[src/rtl/ea_gen_pkg.sv]
// Package: shared mode codes, fetch states and operand-count helper for
// the effective address generator. Assumes a 4-bit mode code.
package ea_gen_pkg;

    localparam int MODE_W = 4;

    typedef enum logic [MODE_W-1:0] {
        EA_IMPL  = 4'd0,
        EA_IMM8  = 4'd1,
        EA_IMM16 = 4'd2,
        EA_BP    = 4'd3,
        EA_BPX   = 4'd4,
        EA_BPY   = 4'd5,
        EA_ABS   = 4'd6,
        EA_ABSX  = 4'd7,
        EA_ABSY  = 4'd8
    } ea_mode_e;

    typedef enum logic [1:0] {
        FS_IDLE = 2'd0,
        FS_LO   = 2'd1,
        FS_HI   = 2'd2
    } fetch_state_e;

    // Number of operand bytes a mode consumes; unknown codes need none.
    function automatic logic [1:0] operand_count(input logic [MODE_W-1:0] m);
        logic [1:0] n;
        case (m)
            EA_IMM8, EA_BP, EA_BPX, EA_BPY:     n = 2'd1;
            EA_IMM16, EA_ABS, EA_ABSX, EA_ABSY: n = 2'd2;
            default:                            n = 2'd0;
        endcase
        return n;
    endfunction

endpackage

[src/rtl/ea_fetch_fsm.sv]
// Module: operand fetch sequencer. Accepts a start only when idle, then
// requests one or two operand bytes, low byte first, and raises fin in the
// cycle the last byte is taken (or at start for byte-less modes).
// Assumes the requester holds opnd_byte valid while opnd_valid is high.
module ea_fetch_fsm
    import ea_gen_pkg::*;
#(
    parameter int DATA_W = 8
) (
    input  logic                 clk,
    input  logic                 rst_n,
    input  logic                 start,
    input  logic [MODE_W-1:0]    mode_in,
    input  logic                 opnd_valid,
    input  logic [DATA_W-1:0]    opnd_byte,
    output logic                 opnd_req,
    output logic                 busy,
    output logic                 accept,
    output logic                 fin,
    output logic [MODE_W-1:0]    mode_eff,
    output logic [DATA_W-1:0]    lo_eff,
    output logic [DATA_W-1:0]    hi_eff
);

    fetch_state_e          state;
    logic [MODE_W-1:0]     mode_q;
    logic [DATA_W-1:0]     lo_q;
    logic [1:0]            cnt_in;
    logic [1:0]            cnt_q;

    // Operand counts for the incoming and the latched mode.
    always_comb begin
        cnt_in = operand_count(mode_in);
        cnt_q  = operand_count(mode_q);
    end

    // Handshake outputs and the completion condition.
    always_comb begin
        busy     = (state != FS_IDLE);
        accept   = start && (state == FS_IDLE);
        opnd_req = busy;
        fin      = (accept && (cnt_in == 2'd0))
                || ((state == FS_LO) && opnd_valid && (cnt_q == 2'd1))
                || ((state == FS_HI) && opnd_valid);
        mode_eff = (state == FS_IDLE) ? mode_in : mode_q;
        lo_eff   = (state == FS_LO) ? opnd_byte : lo_q;
        hi_eff   = (state == FS_HI) ? opnd_byte : '0;
    end

    // State, latched mode and captured low byte.
    always_ff @(posedge clk) begin
        if (!rst_n) begin
            state  <= FS_IDLE;
            mode_q <= '0;
            lo_q   <= '0;
        end else begin
            case (state)
                FS_IDLE: if (start) begin
                    mode_q <= mode_in;
                    state  <= (cnt_in == 2'd0) ? FS_IDLE : FS_LO;
                end
                FS_LO: if (opnd_valid) begin
                    lo_q  <= opnd_byte;
                    state <= (cnt_q == 2'd2) ? FS_HI : FS_IDLE;
                end
                FS_HI: if (opnd_valid) begin
                    state <= FS_IDLE;
                end
                default: state <= FS_IDLE;
            endcase
        end
    end

endmodule

[src/rtl/ea_ctx_snap.sv]
// Module: register context snapshot. Holds X, Y and B as they were at the
// accepted start so that later changes on the inputs cannot leak into an
// operation in flight. Assumes accept is a single-cycle pulse.
module ea_ctx_snap #(
    parameter int DATA_W = 8
) (
    input  logic              clk,
    input  logic              rst_n,
    input  logic              accept,
    input  logic [DATA_W-1:0] idx_x,
    input  logic [DATA_W-1:0] idx_y,
    input  logic [DATA_W-1:0] base_b,
    output logic [DATA_W-1:0] x_q,
    output logic [DATA_W-1:0] y_q,
    output logic [DATA_W-1:0] b_q
);

    // Capture the register context on an accepted start.
    always_ff @(posedge clk) begin
        if (!rst_n) begin
            x_q <= '0;
            y_q <= '0;
            b_q <= '0;
        end else if (accept) begin
            x_q <= idx_x;
            y_q <= idx_y;
            b_q <= base_b;
        end
    end

endmodule

[src/rtl/ea_addr_calc.sv]
// Module: combinational result former. From the mode, the operand bytes and
// the register snapshot it builds the address or immediate data. Base-page
// indexing wraps inside the low byte; absolute indexing wraps at 16 bits.
module ea_addr_calc
    import ea_gen_pkg::*;
#(
    parameter int DATA_W = 8,
    localparam int ADDR_W = 2 * DATA_W
) (
    input  logic [MODE_W-1:0] mode,
    input  logic [DATA_W-1:0] lo,
    input  logic [DATA_W-1:0] hi,
    input  logic [DATA_W-1:0] x_q,
    input  logic [DATA_W-1:0] y_q,
    input  logic [DATA_W-1:0] b_q,
    output logic [ADDR_W-1:0] res,
    output logic              is_addr
);

    localparam int NIDX = 2;

    logic [DATA_W-1:0] idx     [NIDX];
    logic [DATA_W-1:0] bp_sum  [NIDX];
    logic [ADDR_W-1:0] abs_sum [NIDX];

    assign idx[0] = x_q;
    assign idx[1] = y_q;

    // One narrow and one wide adder per index register.
    for (genvar i = 0; i < NIDX; i++) begin : g_idx
        assign bp_sum[i]  = lo + idx[i];
        assign abs_sum[i] = {hi, lo} + {{DATA_W{1'b0}}, idx[i]};
    end

    // Select the result and its kind by mode.
    always_comb begin
        res     = '0;
        is_addr = 1'b1;
        case (mode)
            EA_IMM8:  begin res = {{DATA_W{1'b0}}, lo}; is_addr = 1'b0; end
            EA_IMM16: begin res = {hi, lo};             is_addr = 1'b0; end
            EA_BP:    res = {b_q, lo};
            EA_BPX:   res = {b_q, bp_sum[0]};
            EA_BPY:   res = {b_q, bp_sum[1]};
            EA_ABS:   res = {hi, lo};
            EA_ABSX:  res = abs_sum[0];
            EA_ABSY:  res = abs_sum[1];
            default:  is_addr = 1'b0;
        endcase
    end

endmodule

[src/rtl/ea_gen.sv]
// Module: effective address generator top. Chains the fetch sequencer, the
// context snapshot and the result former, and registers the result with a
// one-cycle done strobe. Assumes synchronous active-low reset.
module ea_gen
    import ea_gen_pkg::*;
#(
    parameter int DATA_W = 8,
    localparam int ADDR_W = 2 * DATA_W
) (
    input  logic              clk,
    input  logic              rst_n,
    input  logic              start,
    input  logic [MODE_W-1:0] mode,
    input  logic [DATA_W-1:0] idx_x,
    input  logic [DATA_W-1:0] idx_y,
    input  logic [DATA_W-1:0] base_b,
    output logic              opnd_req,
    input  logic              opnd_valid,
    input  logic [DATA_W-1:0] opnd_byte,
    output logic              done,
    output logic [ADDR_W-1:0] result,
    output logic              res_is_addr
);

    logic              busy;
    logic              accept;
    logic              fin;
    logic [MODE_W-1:0] mode_eff;
    logic [DATA_W-1:0] lo_eff;
    logic [DATA_W-1:0] hi_eff;
    logic [DATA_W-1:0] x_q;
    logic [DATA_W-1:0] y_q;
    logic [DATA_W-1:0] b_q;
    logic [ADDR_W-1:0] calc_res;
    logic              calc_is_addr;

    ea_fetch_fsm #(.DATA_W(DATA_W)) i_fsm (
        .clk        (clk),
        .rst_n      (rst_n),
        .start      (start),
        .mode_in    (mode),
        .opnd_valid (opnd_valid),
        .opnd_byte  (opnd_byte),
        .opnd_req   (opnd_req),
        .busy       (busy),
        .accept     (accept),
        .fin        (fin),
        .mode_eff   (mode_eff),
        .lo_eff     (lo_eff),
        .hi_eff     (hi_eff)
    );

    ea_ctx_snap #(.DATA_W(DATA_W)) i_snap (
        .clk    (clk),
        .rst_n  (rst_n),
        .accept (accept),
        .idx_x  (idx_x),
        .idx_y  (idx_y),
        .base_b (base_b),
        .x_q    (x_q),
        .y_q    (y_q),
        .b_q    (b_q)
    );

    ea_addr_calc #(.DATA_W(DATA_W)) i_calc (
        .mode    (mode_eff),
        .lo      (lo_eff),
        .hi      (hi_eff),
        .x_q     (x_q),
        .y_q     (y_q),
        .b_q     (b_q),
        .res     (calc_res),
        .is_addr (calc_is_addr)
    );

    // Register the outcome and pulse done for one cycle.
    always_ff @(posedge clk) begin
        if (!rst_n) begin
            done        <= 1'b0;
            result      <= '0;
            res_is_addr <= 1'b0;
        end else begin
            done <= fin;
            if (fin) begin
                result      <= calc_res;
                res_is_addr <= calc_is_addr;
            end
        end
    end

endmodule

[config.mk]
export PLATFORM = sky130hd
export DESIGN_NAME = ea_gen
export DESIGN_NICKNAME = d
export VERILOG_FILES = /design/src/rtl/ea_gen_pkg.sv /design/src/rtl/ea_fetch_fsm.sv /design/src/rtl/ea_ctx_snap.sv /design/src/rtl/ea_addr_calc.sv /design/src/rtl/ea_gen.sv
export SDC_FILE = /design/constraint.sdc
export NUM_CORES = 1
export LEC_CHECK = 0
export BUFFER_PORTS_ARGS = -buffer_cell sky130_fd_sc_hd__buf_4
export CELL_PAD_IN_SITES_DETAIL_PLACEMENT = 0
export CELL_PAD_IN_SITES_GLOBAL_PLACEMENT = 1
export CORE_MARGIN = 3
export CORE_UTILIZATION = 38
export DETAILED_ROUTE_END_ITERATION = 8
export MAX_ROUTING_LAYER = met4
export PLACE_DENSITY = 0.87
export SETUP_SLACK_MARGIN = 0.5
export SLEW_MARGIN = 10
export SYNTH_ARGS = -nofsm -noshare
export SYNTH_HDL_FRONTEND = slang
export SYNTH_SLANG_ARGS = --single-unit
[constraint.sdc]
create_clock -name clk -period 3.4 [get_ports clk]
set_clock_uncertainty 0.2 [all_clocks]
set_input_delay 0.51 -clock clk [delete_from_list [all_inputs] [get_ports clk]]
set_output_delay 0.51 -clock clk [all_outputs]
set_load 0.03 [all_outputs]
==> results.sh, run 1 <==
export IMPL_worstPathArrival_ns=3.40
export IMPL_drt_initial_drc_count=240
export IMPL_synth_flop_cell="dfxtp_1"
export IMPL_yosys_register_bits=58
export IMPL_fin_util=0.592
export IMPL_fp_row_count=35
export IMPL_cp_start_kind="flip-flop"
export IMPL_hold_buffers=0
export IMPL_die_h_um=105
export IMPL_core_sq_um=9330
export IMPL_period_share=0.983
export IMPL_root_buffer="clkbuf_8"
export IMPL_cts_tree="built"
export IMPL_synth_edf_count=0
export IMPL_antenna_left=0
export IMPL_firstDrtPassIters=7
export IMPL_rr_worst_depth=14
export IMPL_tightest_slew_ns=0.948
export IMPL_critPathRequiredTime_ns=3.46
export IMPL_rsz0062_at_grt="true"
export IMPL_setup_viol=0
export IMPL_crit_start="i_fsm.state[1]"
export IMPL_ys_warn_count=0
export IMPL_netlist_cell_type_count=59
export IMPL_drive_above_1_share=0.398
export IMPL_cts_max_level=3
export IMPL_reg2reg_from="i_fsm.state[1]"
export IMPL_crit_fanout=6
export IMPL_cts_sinks=58
export IMPL_power_mw=2.11
export IMPL_gr_usage_all_layers=0.242
export IMPL_grt_overflow=0
export IMPL_clock_latency_ns=0.34
export IMPL_io_pins=59
export IMPL_antenna_found_initial=0
export IMPL_grt_start_max_net_pins=27
export IMPL_finalHoldViolCount=0
export IMPL_drv_cap=0
export IMPL_avgViaCountPerCell=5.59
export IMPL_worstSetupPathType="reg2reg"
export IMPL_cts_max_path_buffers=2
export IMPL_fp_dieW_um=105
export IMPL_floorplan_initialDensity=0.396
export IMPL_ys_async_sr_fraction=0
export IMPL_max_clock_freq_ghz=0.299
export IMPL_grt_pass1_vias=4054
export IMPL_cp_slowest_cell="dfxtp_4"
export IMPL_cts_buffers=9
export IMPL_dr_total_vias=3994
export IMPL_drt_wirelength_per_cell_um=17.9
export IMPL_path_cells="buf_6 -> o21ai_4 -> nand2_4 -> or2_4 -> a21oi_4 -> mux2_4 -> ha_4 -> fa_2 -> a211oi_2 -> o21bai_1 -> a21oi_2 -> xnor2_1 -> nand2_1 -> a41oi_2"
export IMPL_ys_seq_area_frac=0.314
export IMPL_min_path_type="in2reg"
export IMPL_fin_tns_setup_ns=0
export IMPL_wirelength_um=12800
export IMPL_nNetsFinal=637
export IMPL_drc=0
export IMPL_die_area_sq_um=10900
export IMPL_path_clk_slew_ns=0.07
export IMPL_finalNonFillerCells=714
export IMPL_leakagePower_nw=2.19
export IMPL_r2r_slack_ns=0.06
export IMPL_place_inst=674
export IMPL_crit_path_max_incr_delay_ns=0.39
export IMPL_n_fill_cell=818
export IMPL_slew_violations=0
export IMPL_io_buffer_count=58
export IMPL_crit_path_end="result[6]"
export IMPL_end_kind="flip-flop"
export IMPL_status="finished clean"
export IMPL_r2r_end="result[6]"
export IMPL_place_gp_congestion=0.921
export IMPL_final_common_cell="buf_4"
export IMPL_area_growth_synth_to_final_pct=49.3
export IMPL_netlist_area_sq_um=3700
export IMPL_syn_avg_cell_area_sq_um=7.93
export IMPL_period_needed_ns=3.34
export IMPL_pwr_density_cell_nw_per_um2=382
export IMPL_hpwl_um=8970
export IMPL_relSlewSlack=0.367
export IMPL_syn_nets=523
export IMPL_antenna_cells=0
export IMPL_synthCells=466
export IMPL_peakVddDrop_uv=235
export IMPL_grt_pass1_wl_um=20700
export IMPL_mostFrequentLayoutCells="buf_4, nand2_1, dfxtp_1, a21oi_1, nor2_1"
## worst max-delay path: cells and delay by family (launching register included)
| family | cells | cell delay (ns) |
|---|---|---|
| compound gates | 6 | 1.16 |
| fa+ha+maj | 2 | 0.50 |
| simple gates | 3 | 0.42 |
| flops | 1 | 0.39 |
| mux | 1 | 0.33 |
| buf+inv | 1 | 0.14 |
| xor+xnor | 1 | 0.13 |
## per-stage QoR
stage / instance area (sq um) / hold slack [ns] / worst slack, ns
floorplan: 3870 / 0.234 / 0.109
detailed placement: 4700 / 0.248 / -0.0948
finish: 5520 / 0.216 / 0.0587
global placement: 4700 / 0.240 / -0.0318
CTS: 5420 / 0.206 / 0.129
global route: 5520 / 0.208 / -0.0956
## cell type report
| cell class | count | area [sq um] | share of cell area |
|---|---|---|---|
| clock buffer | 10 | 128 | 0.0231 |
| clock inverter | 6 | 105 | 0.0190 |
| inverter | 14 | 52.6 | 0.00952 |
| multi-input combinational | 373 | 2930 | 0.531 |
| sequential | 58 | 1170 | 0.212 |
| tap | 129 | 161 | 0.0292 |
| timing repair buffer | 124 | 973 | 0.176 |
## power by group
part | switching, mW | leakage (nW) | internal [mW]
clock network | 0.288 | 0.120 | 0.483
registers | 0.0335 | 0.476 | 0.719
logic | 0.314 | 1.60 | 0.270
total | 0.636 | 2.19 | 1.47
## routing by layer
metal | routed length [um] | GRT usage | vias to the layer above
li1 | - | - | 1928
met1 | 5600 | 0.293 | 1899
met2 | 6200 | 0.402 | 127
met3 | 600 | 0.0383 | 40
met4 | 363 | 0.101 | 0
met5 | 0 | - | -
## worst min-delay path by stage
stage / from / to / slack, ns / depth (start not counted)
after global routing: idx_y[2] / i_snap.y_q[2] / 0.21 / 3
after CTS: base_b[1] / i_snap.b_q[1] / 0.21 / 3
final: base_b[1] / i_snap.b_q[1] / 0.22 / 3
after floorplan: i_fsm.lo_q[0] / i_fsm.lo_q[0] / 0.23 / 2
after detailed placement: i_fsm.lo_q[5] / i_fsm.lo_q[5] / 0.25 / 2
after global placement: i_fsm.lo_q[2] / i_fsm.lo_q[2] / 0.24 / 2
## sequential cells by signal, indices dropped and copies added, names as in the netlist, 2 cells and up
name	flops
i_fsm.mode_q	4
i_fsm.lo_q	8
i_snap.y_q	8
i_snap.x_q	8
result	16
i_snap.b_q	8
i_fsm.cnt_q	2
i_fsm.state	2
## synthesized netlist by cell type (2+ instances only)
master / number / area (sq um)
buf_1: 2 / 7.51
nor2_1: 23 / 86.3
o21bai_1: 2 / 15.0
nor3_1: 9 / 45.0
mux2i_1: 6 / 60.1
a31oi_1: 8 / 50.1
nor2b_1: 4 / 25.0
nor3b_1: 2 / 15.0
o21ai_1: 12 / 60.1
dfxtp_1: 58 / 1160
nand3_1: 21 / 105
o211ai_1: 6 / 45.0
nor4b_1: 2 / 17.5
and3_1: 5 / 31.3
ha_1: 15 / 188
nand2_1: 73 / 274
or3b_1: 2 / 17.5
a211o_1: 4 / 35.0
fa_1: 2 / 40.0
a221oi_1: 4 / 35.0
xnor2_1: 8 / 70.1
buf_2: 5 / 25.0
o21ai_2: 2 / 17.5
o21ai_0: 19 / 95.1
nand2b_1: 9 / 56.3
a21o_1: 5 / 37.5
a222oi_1: 5 / 50.1
inv_1: 14 / 52.6
o32a_1: 2 / 20.0
o21a_1: 5 / 37.5
xor2_1: 5 / 43.8
clkbuf_1: 14 / 52.6
a211oi_1: 7 / 52.6
o22ai_1: 5 / 31.3
a21oi_1: 56 / 280
nand4_1: 2 / 12.5
mux2_2: 21 / 236
## kinds of logic after synthesis
family	count (synthesis)	share of synthesized area
and+or+nand+nor	164	0.214
DFF	58	0.314
buffers and inverters	35	0.0372
muxes	27	0.0802
adders and majority gates	17	0.0616
AOI/OAI and AO/OA	152	0.262
xor gates and xnor gates	13	0.0308
## what timing repair did
action,CTS,global route
gates resized for setup,72,10
endpoints found under the setup margin,14,15
pin swaps,45,14
setup buffers,18,6
No activity file was read; power rests on OpenSTA's default activity.
==> run 2: changes to the inputs <==
CELL_PAD_IN_SITES_DETAIL_PLACEMENT = default   (was 0)
CELL_PAD_IN_SITES_GLOBAL_PLACEMENT = default   (was 1)
CORE_UTILIZATION = 52   (was 38)
MAX_ROUTING_LAYER = default   (was met4)
==> run 2 against run 1 <==
Setup slack worse by 0.048 ns. Non-clock buffer count down 4. Largest cell class unchanged. Hold slack worse by 0.0081 ns. Register-to-register slack worse by 0.05 ns. Sequential power up 1%. Clock-buffer cell count up 3. First-iteration DRC count rose to 3.7 times the previous value. Largest power group is now registers. Global-route usage up 9.8 points.
==> results.sh, run 2 (synthesized netlist as in run 1, its figures left out) <==
export IMPL_drive_above_1_share=0.407
export IMPL_max_flop_register="result"
export IMPL_fin_tns_setup_ns=0
export IMPL_antenna_cells=0
export IMPL_min_path_type="in2reg"
export IMPL_cp_top_family="simple AND/OR/NAND/NOR gates"
export IMPL_grt_overflow=0
export IMPL_relSlewSlack=0.433
export IMPL_io_pins=59
export IMPL_slew_violations=0
export IMPL_setup_viol=0
export IMPL_drc=0
export IMPL_hpwl_um=8460
export IMPL_status="finished clean"
export IMPL_n_fill_cell=378
export IMPL_pwr_density_cell_nw_per_um2=384
export IMPL_path_clk_slew_ns=0.07
export IMPL_whs_ns=0.208
export IMPL_period_share=0.997
export IMPL_cts_max_level=3
export IMPL_cp_start_kind="flip-flop"
export IMPL_power_mw=2.10
export IMPL_crit_path_max_incr_delay_ns=0.40
export IMPL_avgViaCountPerCell=7.06
export IMPL_multiInputGateArea_sq_um=2940
export IMPL_clock_latency_ns=0.36
export IMPL_drv_cap=0
export IMPL_fp_dieW_um=90.3
export IMPL_nNetsFinal=633
export IMPL_mostFrequentLayoutCells="buf_4, nand2_1, dfxtp_1, a21oi_1, nor2_1"
export IMPL_leakagePower_nw=2.17
export IMPL_antenna_left=0
export IMPL_area_growth_synth_to_final_pct=48.2
export IMPL_drt_initial_drc_count=881
export IMPL_place_inst=632
export IMPL_die_h_um=90.3
export IMPL_fp_row_count=30
export IMPL_worstSetupPathType="reg2reg"
export IMPL_period_needed_ns=3.39
export IMPL_grt_start_max_net_pins=28
export IMPL_drt_wirelength_per_cell_um=24.3
export IMPL_largest_register_ffs=16
export IMPL_finalHoldViolCount=0
export IMPL_fin_ws_ns=0.0111
export IMPL_dr_total_vias=4774
export IMPL_worstPathArrival_ns=3.41
export IMPL_wirelength_um=16500
export IMPL_place_gp_congestion=0.969
export IMPL_root_buffer="clkbuf_8"
export IMPL_cts_buffers=9
export IMPL_grt_pass1_vias=4261
export IMPL_critPathRequiredTime_ns=3.42
export IMPL_tightest_slew_ns=0.849
export IMPL_gr_usage_all_layers=0.340
export IMPL_cts_sinks=58
export IMPL_cp_slowest_cell="dfxtp_4"
export IMPL_peakVddDrop_uv=304
export IMPL_firstDrtPassIters=9
export IMPL_fin_util=0.802
export IMPL_final_cell_area_sq_um=5480
export IMPL_max_clock_freq_ghz=0.295
export IMPL_dpl_cell_area_sq_um=4590
export IMPL_rsz0062_at_grt="true"
export IMPL_core_sq_um=6830
export IMPL_antenna_found_initial=0
export IMPL_area_sequential_sq_um=1170
export IMPL_pre_cts_ws_ns=-0.192
export IMPL_crit_fanout=6
export IMPL_grt_pass1_wl_um=22100
export IMPL_path_cells="nor2_4 -> inv_2 -> o21ai_2 -> nor3_4 -> buf_12 -> mux2_4 -> ha_4 -> inv_2 -> fa_2 -> nand2b_4 -> a211oi_4 -> nor3_2 -> or3b_4 -> nand2_2 -> a21oi_1"
export IMPL_end_kind="flip-flop"
export IMPL_floorplan_initialDensity=0.541
export IMPL_finalNonFillerCells=676
export IMPL_io_buffer_count=58
export IMPL_crit_top_cell="inv_2"
export IMPL_critPathBufInv=3
export IMPL_final_common_cell="buf_4"
export IMPL_cts_tree="built"
export IMPL_die_area_sq_um=8160
export IMPL_cts_max_path_buffers=2
==> run 2: cell count changes in the layout (fill, tap and decap cells not counted), sizes merged <==
cell,previous run,this run
clkinvlp,0,1
clkinv,3,1
clkbuf,10,14
buf,124,119
bufinv,3,1
inv,14,13
==> run 2: path summary, 6_finish.rpt <==
path | depth (start not counted) | start | end | slack (ns)
hold / removal | 3 | base_b[3] | i_snap.b_q[3] | 0.21
setup reg to reg | 15 | i_fsm.state[1] | result[10] | 0.01
hold reg to reg | 2 | i_fsm.lo_q[0] | i_fsm.lo_q[0] | 0.27
setup / recovery | 15 | i_fsm.state[1] | result[10] | 0.01
==> run 2: per-layer routing <==
layer	up-vias	global-route usage	routed length [um]
met5	-	0	0
met4	0	0.214	1370
met3	171	0.0975	2450
met2	560	0.525	6940
met1	2126	0.416	5700
li1	1917	-	-
==> run 2: final cells by class <==
| class | instances | area share |
|---|---|---|
| multi-input combinational | 373 | 0.536 |
| sequential | 58 | 0.213 |
| timing repair buffer | 120 | 0.181 |
| clock buffer | 13 | 0.0308 |
| tap | 96 | 0.0219 |
| inverter | 14 | 0.0103 |
| clock inverter | 2 | 0.00640 |
==> run 2: timing repair <==
item,CTS,global route
pin swaps,36,30
setup buffers,11,18
gates resized for setup,53,40
setup endpoints to repair,15,15
hold buffers,0,0
==> run 2: power breakdown <==
group | leakage, nW | internal [mW] | switching [mW]
Combinational | 1.58 | 0.282 | 0.366
Sequential | 0.476 | 0.720 | 0.0423
Clock | 0.106 | 0.394 | 0.298
Total | 2.17 | 1.40 | 0.707
==> run 2: worst register-to-register path, delay by kind of cell (launching register included) <==
kind                       cells  cell delay (ns)
adders and majority gates      2             0.51
muxes                          1             0.22
DFF                            1             0.40
buffers and inverters          3             0.29
AOI/OAI and AO/OA              3             0.66
and+or+nand+nor                6             0.99
==> run 3: changes to the inputs <==
PLACE_DENSITY = 0.77   (was 0.87)
SLEW_MARGIN = 20   (was 10)
==> run 3 against run 2 <==
Hold slack better by 0.012 ns. Combinational power is 15% lower. Power is 6.8% lower. Clock power is 5.2% lower. Clock-buffer cell count is 1 higher. Wire length is 25% lower. Critical path depth is 2 lower. Die area stayed put. Critical path type unchanged. Highest routed layer unchanged.
==> results.sh, run 3 (synthesized netlist as in run 1, its figures left out) <==
export IMPL_firstDrtPassIters=5
export IMPL_fin_ws_ns=0.0926
export IMPL_whs_ns=0.220
export IMPL_path_cells="nor4b_4 -> a31oi_2 -> or2_4 -> a21oi_4 -> mux2_4 -> ha_4 -> fa_2 -> a211oi_2 -> o21bai_1 -> a21oi_1 -> xnor2_1 -> nand2_1 -> a41oi_2"
export IMPL_final_common_cell="buf_4"
export IMPL_cp_slowest_cell="dfxtp_4"
export IMPL_status="finished clean"
export IMPL_antenna_left=0
export IMPL_max_clock_freq_ghz=0.302
export IMPL_mostFrequentLayoutCells="buf_4, nand2_1, dfxtp_1, a21oi_1, nor2_1"
export IMPL_crit_fanout=6
export IMPL_die_h_um=90.3
export IMPL_period_share=0.973
export IMPL_root_buffer="clkbuf_8"
export IMPL_min_path_type="in2reg"
export IMPL_critPathRequiredTime_ns=3.46
export IMPL_peakVddDrop_uv=254
export IMPL_r2r_end="result[6]"
export IMPL_reg2reg_from="i_fsm.state[0]"
export IMPL_path_clk_slew_ns=0.07
export IMPL_drt_wirelength_per_cell_um=18.5
export IMPL_tightest_slew_ns=0.738
export IMPL_cts_buffers=9
export IMPL_max_flop_register="result"
export IMPL_cp_start_kind="flip-flop"
export IMPL_rsz0062_at_grt="true"
export IMPL_fp_dieW_um=90.3
export IMPL_grt_pass1_wl_um=19000
export IMPL_drt_initial_drc_count=353
export IMPL_slew_violations=0
export IMPL_pwr_density_cell_nw_per_um2=375
export IMPL_finalNonFillerCells=667
export IMPL_cts_max_level=3
export IMPL_area_growth_synth_to_final_pct=41.3
export IMPL_grt_start_max_net_pins=26
export IMPL_nNetsFinal=623
export IMPL_place_gp_congestion=0.877
export IMPL_cts_max_path_buffers=2
export IMPL_antenna_found_initial=0
export IMPL_die_area_sq_um=8160
export IMPL_drv_cap=0
export IMPL_antenna_cells=0
export IMPL_worstSetupPathType="reg2reg"
export IMPL_wirelength_um=12400
export IMPL_rr_worst_depth=13
export IMPL_place_inst=638
export IMPL_floorplan_initialDensity=0.541
export IMPL_period_needed_ns=3.31
export IMPL_core_sq_um=6830
export IMPL_clock_latency_ns=0.34
export IMPL_worstHoldStart="base_b[1]"
export IMPL_largest_register_ffs=16
export IMPL_worstPathArrival_ns=3.37
export IMPL_avgViaCountPerCell=6.06
export IMPL_drc=0
export IMPL_drive_above_1_share=0.370
export IMPL_dr_total_vias=4041
export IMPL_gr_usage_all_layers=0.290
export IMPL_r2r_slack_ns=0.09
export IMPL_grt_pass1_vias=3743
export IMPL_cts_tree="built"
export IMPL_leakagePower_nw=2.08
export IMPL_min_to="i_snap.b_q[1]"
export IMPL_io_pins=59
export IMPL_setup_viol=0
export IMPL_power_mw=1.96
export IMPL_fin_util=0.765
export IMPL_grt_overflow=0
export IMPL_hpwl_um=8600
export IMPL_relSlewSlack=0.508
export IMPL_crit_path_max_incr_delay_ns=0.39
export IMPL_finalHoldViolCount=0
export IMPL_end_kind="flip-flop"
export IMPL_io_buffer_count=58
export IMPL_pre_cts_ws_ns=-0.123
export IMPL_hold_buffers=0
export IMPL_whs_path_depth=3
export IMPL_n_fill_cell=513
export IMPL_cts_sinks=58
export IMPL_fp_row_count=30
[run 3: worst max-delay path by stage]
stage                   start    endpoint  slack, ns  cells after the start
2_1_floorplan  i_fsm.state[0]   result[6]       0.11                     14
3_3_place_gp          mode[3]   result[5]      -0.09                     14
3_5_place_dp          mode[1]  result[10]      -0.12                     13
4_1_cts        i_fsm.state[0]   result[6]       0.20                     13
5_1_grt        i_fsm.state[0]   result[6]      -0.07                     13
6_report       i_fsm.state[0]   result[6]       0.09                     13
[run 3: layer usage]
layer | global-route usage | part of all wire | vias to the layer above
li1 | - | - | 1897
met2 | 0.460 | 0.46 | 172
met5 | 0 | 0 | -
met3 | 0.0467 | 0.067 | 35
met4 | 0.0995 | 0.033 | 0
met1 | 0.401 | 0.44 | 1937
[run 3: where the power goes]
| part | internal, mW | leakage [nW] | total [mW] | switching [mW] |
|---|---|---|---|---|
| Sequential | 0.720 | 0.476 | 0.752 | 0.0327 |
| Combinational | 0.245 | 1.51 | 0.550 | 0.305 |
| Clock | 0.379 | 0.101 | 0.656 | 0.277 |
| Total | 1.34 | 2.08 | 1.96 | 0.615 |
[run 3: what timing repair did]
action | CTS | global route
pin swaps | 12 | 21
setup buffers | 5 | 8
setup endpoints to repair | 13 | 14
gates resized for setup | 21 | 32
[run 3: final cells by class]
class / instances / area, sq um / area share
repair buffers: 110 / 861 / 0.165
multi-input cells: 373 / 2820 / 0.541
well taps: 96 / 120 / 0.0230
flip-flops and latches: 58 / 1170 / 0.224
clock buffers: 14 / 163 / 0.0311
inverters: 14 / 52.6 / 0.0101
clock inverters: 2 / 35.0 / 0.00671
[run 3: critical path, delay by kind of cell (launching register included)]
| family | cells | cell delay [ns] |
|---|---|---|
| AO/OA/AOI/OAI | 6 | 0.95 |
| XOR/XNOR | 1 | 0.16 |
| adder cells (fa/ha/maj) | 2 | 0.52 |
| flip-flops | 1 | 0.39 |
| multiplexers | 1 | 0.33 |
| AND/OR/NAND/NOR | 3 | 0.67 |
[run 3: stage by stage]
stage | cell area [sq um] | setup TNS (ns)
CTS | 5000 | 0
floorplan | 3870 | 0
global route | 5220 | -0.0683
detailed placement | 4640 | -0.675
finish | 5220 | 0
global placement | 4640 | -0.184
